[src/rtl/manch_rx_pkg.sv]
// Shared types for the Manchester receive decoder.
package manch_rx_pkg;

    // Frame controller phases: searching, locked in preamble, delivering data.
    typedef enum logic [1:0] {
        ST_HUNT = 2'd0,
        ST_PRE  = 2'd1,
        ST_DATA = 2'd2
    } rx_state_t;

endpackage

[src/rtl/manch_rx_window.sv]
// Half-bit history window.
// Keeps the most recent accepted half-bit samples and a saturating count of
// consecutive zeros. It flags three events for the sample being accepted now:
// the lock pattern (alternating preamble bits that end in 0), the idle
// terminator (first half of the window ones, second half zeros) and a zero run.
// Assumes stb is already qualified by signal detect.
module manch_rx_window #(
    parameter int WIN_W     = 8,
    parameter int LOCK_BITS = 4,
    parameter int ZERO_RUN  = 6
) (
    input  logic clk,
    input  logic rst_n,
    input  logic stb,
    input  logic din,
    output logic lock_hit,
    output logic term_hit,
    output logic zrun_hit
);
    localparam int LOCK_W = 2 * LOCK_BITS;
    localparam int HIST_W = (WIN_W > LOCK_W) ? WIN_W : LOCK_W;
    localparam int ZC_W   = $clog2(ZERO_RUN + 1);
    localparam logic [ZC_W-1:0] ZC_LIM = ZC_W'(ZERO_RUN);

    // Lock pattern, oldest half-bit in the MSB: bits alternate and end in 0.
    function automatic logic [LOCK_W-1:0] lock_pattern();
        logic [LOCK_W-1:0] p;
        logic              b;
        for (int k = 0; k < LOCK_W; k++) begin
            b = ((LOCK_BITS - 1 - k / 2) % 2) == 1;
            p[LOCK_W-1-k] = (k % 2 == 0) ? ~b : b;
        end
        return p;
    endfunction

    // Terminator pattern: upper half ones, lower half zeros.
    function automatic logic [WIN_W-1:0] term_pattern();
        logic [WIN_W-1:0] p;
        for (int i = 0; i < WIN_W; i++) p[i] = (i >= WIN_W / 2);
        return p;
    endfunction

    localparam logic [LOCK_W-1:0] LOCK_PAT = lock_pattern();
    localparam logic [WIN_W-1:0]  TERM_PAT = term_pattern();

    logic [HIST_W-1:0] hist_q, hist_n;
    logic [ZC_W-1:0]   zc_q, zc_n;

    // Window including the sample offered now, and the next zero count.
    always_comb begin
        hist_n = {hist_q[HIST_W-2:0], din};
        if (din)                zc_n = '0;
        else if (zc_q == ZC_LIM) zc_n = zc_q;
        else                    zc_n = zc_q + 1'b1;
    end

    // Event flags for the sample offered now.
    always_comb begin
        lock_hit = stb && (hist_n[LOCK_W-1:0] == LOCK_PAT);
        term_hit = stb && (hist_n[WIN_W-1:0] == TERM_PAT);
        zrun_hit = stb && (zc_n == ZC_LIM);
    end

    // Advance the window and the zero count on accepted samples.
    always_ff @(posedge clk) begin
        if (!rst_n) begin
            hist_q <= '0;
            zc_q   <= '0;
        end else if (stb) begin
            hist_q <= hist_n;
            zc_q   <= zc_n;
        end
    end
endmodule

[src/rtl/manch_rx_frame.sv]
// Frame controller and nibble assembler.
// Runs a half-bit phase counter, checks half-bit pairs, finds the closing 11
// of the preamble, packs bits LSB first and presents whole nibbles together
// with a nibble clock. A nibble slot is judged only when complete, so that
// the terminator's equal pairs never reach rx_er.
// Assumes 2*NIB_W samples per nibble and stb qualified by signal detect.
module manch_rx_frame
    import manch_rx_pkg::*;
#(
    parameter int NIB_W = 4
) (
    input  logic             clk,
    input  logic             rst_n,
    input  logic             stb,
    input  logic             din,
    input  logic             lock_hit,
    input  logic             term_hit,
    input  logic             zrun_hit,
    output logic [NIB_W-1:0] rxd,
    output logic             rx_dv,
    output logic             rx_er,
    output logic             rx_clk
);
    localparam int PH_N = 2 * NIB_W;
    localparam int PH_W = $clog2(PH_N);
    localparam logic [PH_W-1:0] PH_LAST = PH_W'(PH_N - 1);
    localparam logic [PH_W-1:0] PH_HIGH = PH_W'(NIB_W);

    rx_state_t        st_q, st_n;
    logic [PH_W-1:0]  ph_q, ph_n;
    logic             half_q, half_n;
    logic             last_q, last_n;
    logic [NIB_W-1:0] acc_q, acc_n, acc_full;
    logic             err_q, err_n;
    logic [NIB_W-1:0] rxd_q, rxd_n;
    logic             dv_q, dv_n;
    logic             er_q, er_n;
    logic             clk_q, clk_n;
    logic             pair_bad;

    // Next-state logic, evaluated once per accepted half-bit sample.
    always_comb begin
        st_n     = st_q;
        ph_n     = ph_q;
        half_n   = half_q;
        last_n   = last_q;
        acc_n    = acc_q;
        err_n    = err_q;
        rxd_n    = rxd_q;
        dv_n     = dv_q;
        er_n     = er_q;
        pair_bad = (half_q == din);
        acc_full = {din, acc_q[NIB_W-1:1]};
        if (stb) begin
            ph_n = (ph_q == PH_LAST) ? '0 : ph_q + 1'b1;
            if (!ph_q[0]) half_n = din;
            case (st_q)
                ST_HUNT: begin
                    if (lock_hit) begin
                        st_n   = ST_PRE;
                        ph_n   = '0;
                        last_n = 1'b0;
                    end
                end
                ST_PRE: begin
                    if (ph_q[0]) begin
                        if (pair_bad) begin
                            st_n = ST_HUNT;
                        end else if (din && last_q) begin
                            st_n  = ST_DATA;
                            ph_n  = '0;
                            err_n = 1'b0;
                        end
                        last_n = din;
                    end
                end
                ST_DATA: begin
                    if (zrun_hit) begin
                        st_n = ST_HUNT;
                        dv_n = 1'b0;
                        er_n = 1'b0;
                    end else if (ph_q[0]) begin
                        acc_n = acc_full;
                        err_n = err_q | pair_bad;
                        if (ph_q == PH_LAST) begin
                            err_n = 1'b0;
                            if (term_hit) begin
                                st_n = ST_HUNT;
                                dv_n = 1'b0;
                                er_n = 1'b0;
                            end else begin
                                rxd_n = acc_full;
                                er_n  = err_q | pair_bad;
                                dv_n  = 1'b1;
                            end
                        end
                    end
                end
                default: st_n = ST_HUNT;
            endcase
        end
        clk_n = stb ? (ph_n < PH_HIGH) : clk_q;
    end

    // State and output registers.
    always_ff @(posedge clk) begin
        if (!rst_n) begin
            st_q   <= ST_HUNT;
            ph_q   <= '0;
            half_q <= 1'b0;
            last_q <= 1'b0;
            acc_q  <= '0;
            err_q  <= 1'b0;
            rxd_q  <= '0;
            dv_q   <= 1'b0;
            er_q   <= 1'b0;
            clk_q  <= 1'b0;
        end else begin
            st_q   <= st_n;
            ph_q   <= ph_n;
            half_q <= half_n;
            last_q <= last_n;
            acc_q  <= acc_n;
            err_q  <= err_n;
            rxd_q  <= rxd_n;
            dv_q   <= dv_n;
            er_q   <= er_n;
            clk_q  <= clk_n;
        end
    end

    assign rxd    = rxd_q;
    assign rx_dv  = dv_q;
    assign rx_er  = er_q;
    assign rx_clk = clk_q;
endmodule

[src/rtl/manch_rx_dec.sv]
// Manchester receive decoder, top level.
// Qualifies the half-bit strobe with signal detect, feeds the history window
// and the frame controller, and drives the MII receive outputs.
// Assumes smp_stb is a one-cycle pulse per half-bit in the clk domain.
module manch_rx_dec #(
    parameter int NIB_W     = 4,
    parameter int LOCK_BITS = 4,
    parameter int ZERO_RUN  = 6
) (
    input  logic             clk,
    input  logic             rst_n,
    input  logic             smp_stb,
    input  logic             smp_val,
    input  logic             sig_det,
    output logic [NIB_W-1:0] rxd,
    output logic             rx_dv,
    output logic             rx_er,
    output logic             rx_clk
);
    logic stb;
    logic lock_hit;
    logic term_hit;
    logic zrun_hit;

    // Only qualified samples advance the decoder.
    assign stb = smp_stb & sig_det;

    manch_rx_window #(
        .WIN_W    (2 * NIB_W),
        .LOCK_BITS(LOCK_BITS),
        .ZERO_RUN (ZERO_RUN)
    ) win_i (
        .clk     (clk),
        .rst_n   (rst_n),
        .stb     (stb),
        .din     (smp_val),
        .lock_hit(lock_hit),
        .term_hit(term_hit),
        .zrun_hit(zrun_hit)
    );

    manch_rx_frame #(
        .NIB_W(NIB_W)
    ) frm_i (
        .clk     (clk),
        .rst_n   (rst_n),
        .stb     (stb),
        .din     (smp_val),
        .lock_hit(lock_hit),
        .term_hit(term_hit),
        .zrun_hit(zrun_hit),
        .rxd     (rxd),
        .rx_dv   (rx_dv),
        .rx_er   (rx_er),
        .rx_clk  (rx_clk)
    );
endmodule

[config.mk]
export PLATFORM = sky130hd
export DESIGN_NAME = manch_rx_dec
export DESIGN_NICKNAME = d
export VERILOG_FILES = /design/src/rtl/manch_rx_pkg.sv /design/src/rtl/manch_rx_window.sv /design/src/rtl/manch_rx_frame.sv /design/src/rtl/manch_rx_dec.sv
export SDC_FILE = /design/constraint.sdc
export NUM_CORES = 1
export LEC_CHECK = 0
export ABC_AREA = 0
export BUFFER_PORTS_ARGS = -buffer_cell sky130_fd_sc_hd__buf_4
export CAP_MARGIN = 40
export CORE_ASPECT_RATIO = 0.7
export CORE_UTILIZATION = 60
export CTS_CLUSTER_SIZE = 30
export DETAILED_ROUTE_END_ITERATION = 10
export PLACE_DENSITY = 0.82
export SETUP_SLACK_MARGIN = 0.05
export SYNTH_ARGS = -nofsm -noshare
export SYNTH_HDL_FRONTEND = slang
export SYNTH_SLANG_ARGS = --single-unit
[constraint.sdc]
create_clock -name clk -period 2.9 [get_ports clk]
set_input_delay 0.87 -clock clk [delete_from_list [all_inputs] [get_ports clk]]
set_output_delay 0.87 -clock clk [all_outputs]
set_load 0.03 [all_outputs]
* After elaboration in Yosys (flattened, before gate mapping) *
Index checks and enable logic that the tools add are counted.

operators by class
  $add $sub $neg = 2
  $lt $le $gt $ge = 1
  equality and inequality tests = 18
  mux-type cells = 36
  bitwise operators = 5
  reductions and logical operators = 16

operator list
  operator               count
  $mux W3                8
  $mux W1                16
  $mux W2                8
  $reduce_and A7 Y1      2
  $ne A3 B1 Y1 const B   4
  $reduce_and A4 Y1      3
  $eq A3 B3 Y1 const B   3
  $eq A8 B7 Y1 const B   1
  $eq A8 B8 Y1 const B   1
  $ne A2 B1 Y1 const B   4
  $reduce_bool A2 Y1     4
  $add A3 B1 Y3 const B  2
  $pmux W2 S3            1
  $pmux W3 S2            1
  $reduce_and A6 Y1      1
  $logic_and A1 B1 Y1    4
  $ne A2 B2 Y1 const B   2
  $pmux W1 S2            2
  $lt A3 B3 Y1 const B   1
  $not A1 Y1             3
  $eq A2 B1 Y1 const B   1
  $eq A2 B2 Y1 const B   1
  $logic_not A2 Y1       1
  $reduce_and A2 Y1      1
  other kinds (3)        3

storage, ports and cells
  register bits after elaboration = 29
  bits of input ports = 5
  output and inout port bits = 7
  word-level logic and storage cells = 90

* Depth between registers and ports, before layout *
Gate-level depths: netlist of run 1.

  word-level depth = 8
  depth in mapped cells = 7
  mapped depth without buffers = 7

* Cells and area by module *
A second synthesis of run 1 with hierarchy kept.

second synthesis, totals
  cell total of the unflattened synthesis = 162
  area total of the unflattened synthesis = 1,496.4 sq um

by module, submodules not included
  module           times used  cells an instance  area an instance (sq um)  seq. area each (sq um)
  manch_rx_frame   1           110                985.9                     360.3
  manch_rx_window  1           51                 504.2                     200.2
  manch_rx_dec     1           1                  6.3                       0.0

* Least setup slack after synthesis of run 1 *
No wires, ideal clock.

  path kind = input to register
  start = in smp_val
  end = reg frm_i.st_q[0]
  library setup time = 0.119 ns
  arrival time = 2.009 ns
  data required time = 2.781 ns
  path slack = 0.771 ns
  stages = 6
  buffers on the path = 1
  cell sequence = buf_6 -> nand4bb_4 -> or4_4 -> o31ai_2 -> mux2i_1 -> a21oi_1

between the ends
  cells in the longest elaborated chain, start to end = 5
  elaborated cells on any way between the ends = 19
  those cells by class = eq/ne: 9; mux: 5; reduce/logical: 5

RTL lines
  what                                                        line                   RTL
  start, declared                                             manch_rx_dec.sv:13     input logic smp_val,
  $mux W3                                                     manch_rx_window.sv:52  if (din) zc_n = '0;
  $eq A3 B3 Y1                                                manch_rx_window.sv:61  zrun_hit = stb && (zc_n == ZC_LIM);
  $logic_and A1 B1 Y1                                         manch_rx_window.sv:61
  $ne A3 B1 Y1 (no line) or $mux W2 (tied branches)           n/a
  $reduce_and A7 Y1 (no line) or $pmux W2 S3 (tied branches)  n/a
  end signal, assigned                                        manch_rx_frame.sv:119  st_q <= st_n;
  end, declared                                               manch_rx_frame.sv:29   rx_state_t st_q, st_n;

Parallel ways exist; a longest one is shown, timed or not. The select of a mux whose other input is x is not followed.
A chain may end at the register's enable or synchronous reset.

* Final worst setup path of run 1 *
  start = in smp_stb
  end = reg frm_i.rxd_q[2] (netlist: frm_i.rxd[2])

between the ends
  cells in the longest elaborated chain, start to end = 4
  elaborated cells on any way between the ends = 6
  those cells by class = bitwise: 3; reduce/logical: 3

RTL lines
  what                                    line                                          RTL
  start, declared                         manch_rx_dec.sv:12                            input logic smp_stb,
  $and A1 B1 Y1 *                         manch_rx_dec.sv:26                            assign stb = smp_stb & sig_det;
  $logic_and A1 B1 Y1 (on tied branches)  manch_rx_window.sv:60, manch_rx_window.sv:61
  $not A1 Y1 (no line)                    n/a
  $reduce_and A6 Y1 (no line) *           n/a
  end signal, assigned                    manch_rx_frame.sv:125                         rxd_q <= rxd_n;
  end, declared                           manch_rx_frame.sv:35                          logic [NIB_W-1:0] rxd_q, rxd_n;

Every way passes the cells marked *; elsewhere a longest branch is shown, timed or not.

==> metrics, run 1 <==
status=finished clean; H-tree Lvls=1; HP Class=flip-flop to flip-flop; Synth Warn #=0; First DRT Iteration DRCs=82; Post-synth EDFFs=0; Mapped Cells=156; CP peak stage delay=410 ps; max-slew violations=0; non-filler cells, final=194; vias=1132; Core Util, Final=74.2%; clock power share=30.3%; placed insts=190; fin crit share=72.6%; Design Area, Final=1460 µm²; hold endpoint=frm_i.rxd[0]$_SDFFE_PN0P_; Power Density=436 nW/µm²; crit-path cells=buf_4 > and2_1 > and2_1 > nand3_2 > nor3b_4 > mux2i_1; R2R depth=7; Fmax achieved=475 MHz; Pint=484 µW; global placer's final weighted congestion=0.835; DRC=0; flops & latches, synth=28; Die Span X=58.4 µm; vias in the first global route=1039; CTS Root Cell=clkbuf_4; Max Cap Viol=0; Power Total=636 µW; I/O Buffers=11; placed instance area=1420 µm²; Req. time, crit path=3180 ps; largest net degree at the start of global routing=25; CP max FO=13; mapped cell area=1330 µm²; Post-synth top cells=nand2_1, dfxtp_1, a21oi_1; IR drop worst, VDD=0.000360 V; TritonRoute pass-1 iters=5; combinational share of power=7.2%; main flop type after synthesis=dfxtp_1; max_slew headroom=67.9%; first-pass GRT wire length=4670 µm; hold_sp=frm_i.rxd[0]$_SDFFE_PN0P_; boundary pin count=12; clock latency on the worst-skew pair=340 ps; DRT Wirelength=2730 µm; syn_area_per_cell=8.55 µm²; number of cell rows=13; sequential area share after synthesis=42.0%; Worst-Margin Slew=477 ps; reg-to-reg startpoint=win_i.zc_q[0]$_SDFFE_PN0P_; total grt overflow=0; critical path arrival=2390 ps; Synth top area share=42.0%; count of cell types in the netlist=35; Final ANT Viol Nets=0; final-report hold violation count=0; DIE AREA=2420 µm²; layout cells sized above 1=14.6%; # hold bufs at CTS=0; vias per cell=5.84; synth top area cells=dfxtp_1, nand2_1, a21oi_1; Lkg Pwr=0.000552 µW; Sw Ratio=23.9%; sw power=152 µW; largest area contributor in the netlist=dfxtp_1; count leader, synth=nand2_1; CTS Buffer Depth=2; Chip Height=41.4 µm; Worst setup EP type=flip-flop; hold path cells=2; diode count=0; Final nets=174; Sum Neg Setup Slack=0 ps; post-layout min period=2110 ps; clock sink total=28; reg2reg end=frm_i.rx_dv$_SDFFE_PN0P_; Worst R2R Setup Slack=840 ps; cell mode on critical path=and2_1; area added between synthesis and finish=9.47%; RSZ-0062 raised after global routing=no; post-CTS setup buffer count=0; count of final setup violators=0; detailed-placement wirelength estimate=1920 µm; asr flop ratio synth=0%; slowest cell on the critical path=nor3b_4; antenna violations before repair=0; CORE AREA=1970 µm²; DR WL/cell=14.1 µm; clock slew at reported path FFs=150 ps; Crit Path Class=input pin to flip-flop; Synthesized Nets=165; part of the power in registers=62.5%; CTS buffer count=3; Initial Util=67.8%; overall routing resource usage=25.0%; CTS tree=done; Gates resized, CTS repair=0; Worst setup SP type=input pin; clk_skew=15.7 ps
==> cell usage in the layout (no fill, tap or decap), drive strengths merged, types with 2 or more instances in the layout <==
master	instances
nand2	32
dfxtp	28
a21oi	16
buf	12
nand3	9
nor2	8
mux2i	8
nor2b	6
nor3	5
o21ai	5
ha	4
clkbuf	4
inv	3
nand4	3
and2	2
nor4	2
==> worst max-delay path, delay by kind of cell <==
family | cells | cell delay (ps)
mux | 1 | 250
buf+inv | 1 | 80
simple gates | 4 | 1190
==> cell families (layout without fill, tap and decap cells) <==
| kind of cell | after synthesis | in the layout | share of synthesized area (%) |
|---|---|---|---|
| AOI/OAI and AO/OA | 29 | 29 | 13.6 |
| buffers and inverters | 11 | 19 | 3.66 |
| xor gates and xnor gates | 1 | 1 | 0.657 |
| muxes | 8 | 8 | 6.00 |
| and+or+nand+nor | 75 | 75 | 30.3 |
| DFF | 28 | 28 | 42.0 |
| adders and majority gates | 4 | 4 | 3.75 |
==> sequential cells by signal (all words and copies together), names as in the netlist <==
| name | cells |
|---|---|
| frm_i.acc_q | 3 |
| frm_i.err_q | 1 |
| frm_i.half_q | 1 |
| frm_i.last_q | 1 |
| frm_i.ph_q | 3 |
| frm_i.rx_clk | 1 |
| frm_i.rx_dv | 1 |
| frm_i.rx_er | 1 |
| frm_i.rxd | 4 |
| frm_i.st_q | 2 |
| win_i.hist_q | 7 |
| win_i.zc_q | 3 |
==> through the flow <==
step                hold slack [ps]  setup WS, ps
finish                          472           794
global route                    504           667
CTS                             475           791
detailed placement              448           434
global placement                443           572
floorplan                       439           772
==> final cells by class <==
class                      count  area, µm²
clock buffer                   4       36.3
fill                         150        508
inverter                       3       11.3
multi-input combinational    117        724
sequential                    28        561
tap                           30       37.5
timing repair buffer          12       90.1
==> power by group through the flow <==
stage               sequential [µW]  clock (µW)  combinational (µW)
global route                    399         213                51.5
global placement                405           0                44.3
detailed placement              406           0                45.3
CTS                             397         198                45.7
finish                          397         193                46.0
floorplan                       404           0                34.6
==> layer usage <==
layer | global-route usage (%) | share of wire [%]
met5 | 0 | 0
met4 | 7.14 | 1.1
met3 | 6.54 | 5.6
met2 | 37.2 | 44
met1 | 35.8 | 49
==> worst max-delay path by stage <==
stage            start                    endpoint
6_report       smp_stb   frm_i.rxd[2]$_SDFFE_PN0P_
3_3_place_gp   smp_stb   frm_i.rxd[1]$_SDFFE_PN0P_
2_1_floorplan  smp_val  frm_i.st_q[0]$_SDFFE_PN0P_
3_5_place_dp   smp_stb   frm_i.rxd[2]$_SDFFE_PN0P_
5_1_grt        smp_stb   frm_i.rxd[2]$_SDFFE_PN0P_
4_1_cts        smp_stb   frm_i.rxd[2]$_SDFFE_PN0P_
No activity file was read; power rests on OpenSTA's default activity.
==> run 2, diff against run 1 <==
Settings changed: CORE_UTILIZATION 60 to 57, PLACE_DENSITY 0.82 to 0.79.
Clock period 2.9 ns to 2 ns, I/O delays scaled along.
==> metrics, run 2 (synthesized netlist as in run 1, its figures left out) <==
CTS tree=done; combinational share of power=8.8% (+1.6 points); I/O Buffers=11 (unchanged); layout cells sized above 1=18.6% (+3.9 points); Final nets=178 (+2.3%); # hold bufs at CTS=0 (unchanged); commonest non-fill, non-tap cells in the layout=nand2_1, dfxtp_1, a21oi_1, buf_4; final setup margin=104 ps (-690 ps); sw power=213 µW (+40%); RSZ-0062 raised after global routing=yes; Power Density=587 nW/µm² (+35%); pre-CTS WS=-50.4 ps (-484 ps); first-pass GRT wire length=4930 µm (+5.5%); Sw Ratio=24.3% (+0.34 points); diode count=0 (unchanged); Worst setup SP type=flip-flop; vias=1113 (-1.7%); First DRT Iteration DRCs=56 (-32%); most common cell after layout, fill and taps aside=nand2_1; total grt overflow=0 (unchanged); CP max FO=6 (-7); count of final setup violators=0 (unchanged); H-tree Lvls=1 (unchanged); Top reg by flops=win_i.hist_q; CORE AREA=2170 µm² (+10%); Initial Util=61.4% (-6.4 points); Crit Path Class=flip-flop to flip-flop; critical path arrival=2140 ps (-250 ps); status=finished clean; Max Cap Viol=0 (unchanged); Worst Setup SP=win_i.zc_q[0]$_SDFFE_PN0P_; reg2reg end=frm_i.rx_dv$_SDFFE_PN0P_; DRT Wirelength=2790 µm (+2.1%); R2R depth=7 (unchanged); IR drop worst, VDD=0.000498 V (+38%); Fmax achieved=527 MHz; CTS buffer count=3 (unchanged); detailed-placement wirelength estimate=2040 µm (+6.1%); CTS Buffer Depth=2 (unchanged); Chip Height=42.5 µm (+2.5%); Req. time, crit path=2240 ps (-940 ps); worst hold slack=478 ps (+5.51 ps); final-report hold violation count=0 (unchanged); number of cell rows=14 (+1); Pint=666 µW (+37%); reg-to-reg startpoint=win_i.zc_q[0]$_SDFFE_PN0P_; DRC=0 (unchanged); DR WL/cell=14.0 µm (-0.44%); clk_skew=4.16 ps (-11.5 ps); max_slew headroom=66.8% (-1.1 points); Worst-Margin Slew=494 ps (+16.7 ps); Final ANT Viol Nets=0 (unchanged); part of the power in registers=65.1% (+2.6 points); TritonRoute pass-1 iters=4 (-1); post-layout min period=1900 ps; global placer's final weighted congestion=0.866 (+3.8%); DIE AREA=2540 µm² (+5.0%); Worst R2R Setup Slack=100 ps (-740 ps); clock latency on the worst-skew pair=330 ps (about the same); vias in the first global route=1037 (-0.19%); Die Span X=59.8 µm (+2.5%); max-slew violations=0 (unchanged); antenna violations before repair=0 (unchanged); boundary pin count=12 (unchanged); CP endpoint=frm_i.rx_dv$_SDFFE_PN0P_; clock sink total=28 (unchanged); CTS Root Cell=clkbuf_4; largest net degree at the start of global routing=25 (unchanged); overall routing resource usage=25.9% (+0.85 points); Worst setup EP type=flip-flop; clock power share=26.0% (-4.3 points); max FFs per register=7 (unchanged); Lkg Pwr=0.000566 µW (+2.5%); HP Class=flip-flop to flip-flop; area added between synthesis and finish=12.3%; clock slew at reported path FFs=130 ps (-20 ps); vias per cell=5.59 (-4.1%); fin crit share=94.8%
-- run 2: how the worst min path moves through the flow --
stage	start	end	slack [ps]	cells past startpoint
2_1_floorplan	win_i.hist_q[6]$_SDFFE_PN0P_	win_i.hist_q[6]$_SDFFE_PN0P_	440	2
3_3_place_gp	win_i.hist_q[6]$_SDFFE_PN0P_	win_i.hist_q[6]$_SDFFE_PN0P_	450	2
3_5_place_dp	frm_i.rxd[0]$_SDFFE_PN0P_	frm_i.rxd[0]$_SDFFE_PN0P_	450	2
4_1_cts	win_i.hist_q[6]$_SDFFE_PN0P_	win_i.hist_q[6]$_SDFFE_PN0P_	480	2
5_1_grt	frm_i.rx_er$_SDFFE_PN0P_	frm_i.rx_er$_SDFFE_PN0P_	500	1
6_report	frm_i.rxd[0]$_SDFFE_PN0P_	frm_i.rxd[0]$_SDFFE_PN0P_	480	2
-- run 2: power by group through the flow --
stage | Sequential [µW] | Combinational, µW | Clock (µW)
floorplan | 586 | 50.2 | 0
global placement | 584 | 73.1 | 0
detailed placement | 585 | 75.6 | 0
CTS | 573 | 76.2 | 233
global route | 574 | 87.0 | 263
finish | 573 | 77.5 | 229
-- run 2: worst max-delay path: stages, from the launching register on --
cell     delay (ps)
dfxtp_2         370
inv_1           100
ha_1            220
and3b_1         200
nor4_2          230
nand3_2         190
nor3b_4         220
a22o_2          280
-- run 2: cell type report --
class	count	area [µm²]
multi-input cells	117	742
fillers	181	674
flip-flops and latches	28	562
repair buffers	16	120
well taps	32	40.0
clock buffers	3	22.5
inverters	3	11.3
-- run 2: through the flow --
stage          utilization (%)  instance area, µm²  total power, µW  setup TNS, ps  cells
6_report                  69.0                1500              879              0    199
5_1_grt                   69.0                1500              924              0    199
4_1_cts                   68.4                1490              881              0    199
3_5_place_dp              66.7                1450              660          -94.8    195
3_3_place_gp              66.7                1450              657              0    195
2_1_floorplan                -                1330              636              0    156
-- run 2: layer usage --
| layer | up-vias | wire length, µm | GRT usage, % |
|---|---|---|---|
| met1 | 507 | 1400 | 38.6 |
| met2 | 33 | 1230 | 36.7 |
| met3 | 5 | 135 | 7.10 |
| li1 | 568 | - | - |
| met4 | 0 | 27 | 6.05 |
| met5 | - | 0 | 0 |
-- run 2: timing repair --
action | 4_1_cts | 5_1_grt
pin swaps | 1 | 0
gates resized for setup | 2 | 2
setup buffers | 1 | 0
endpoints found under the setup margin | 9 | 7
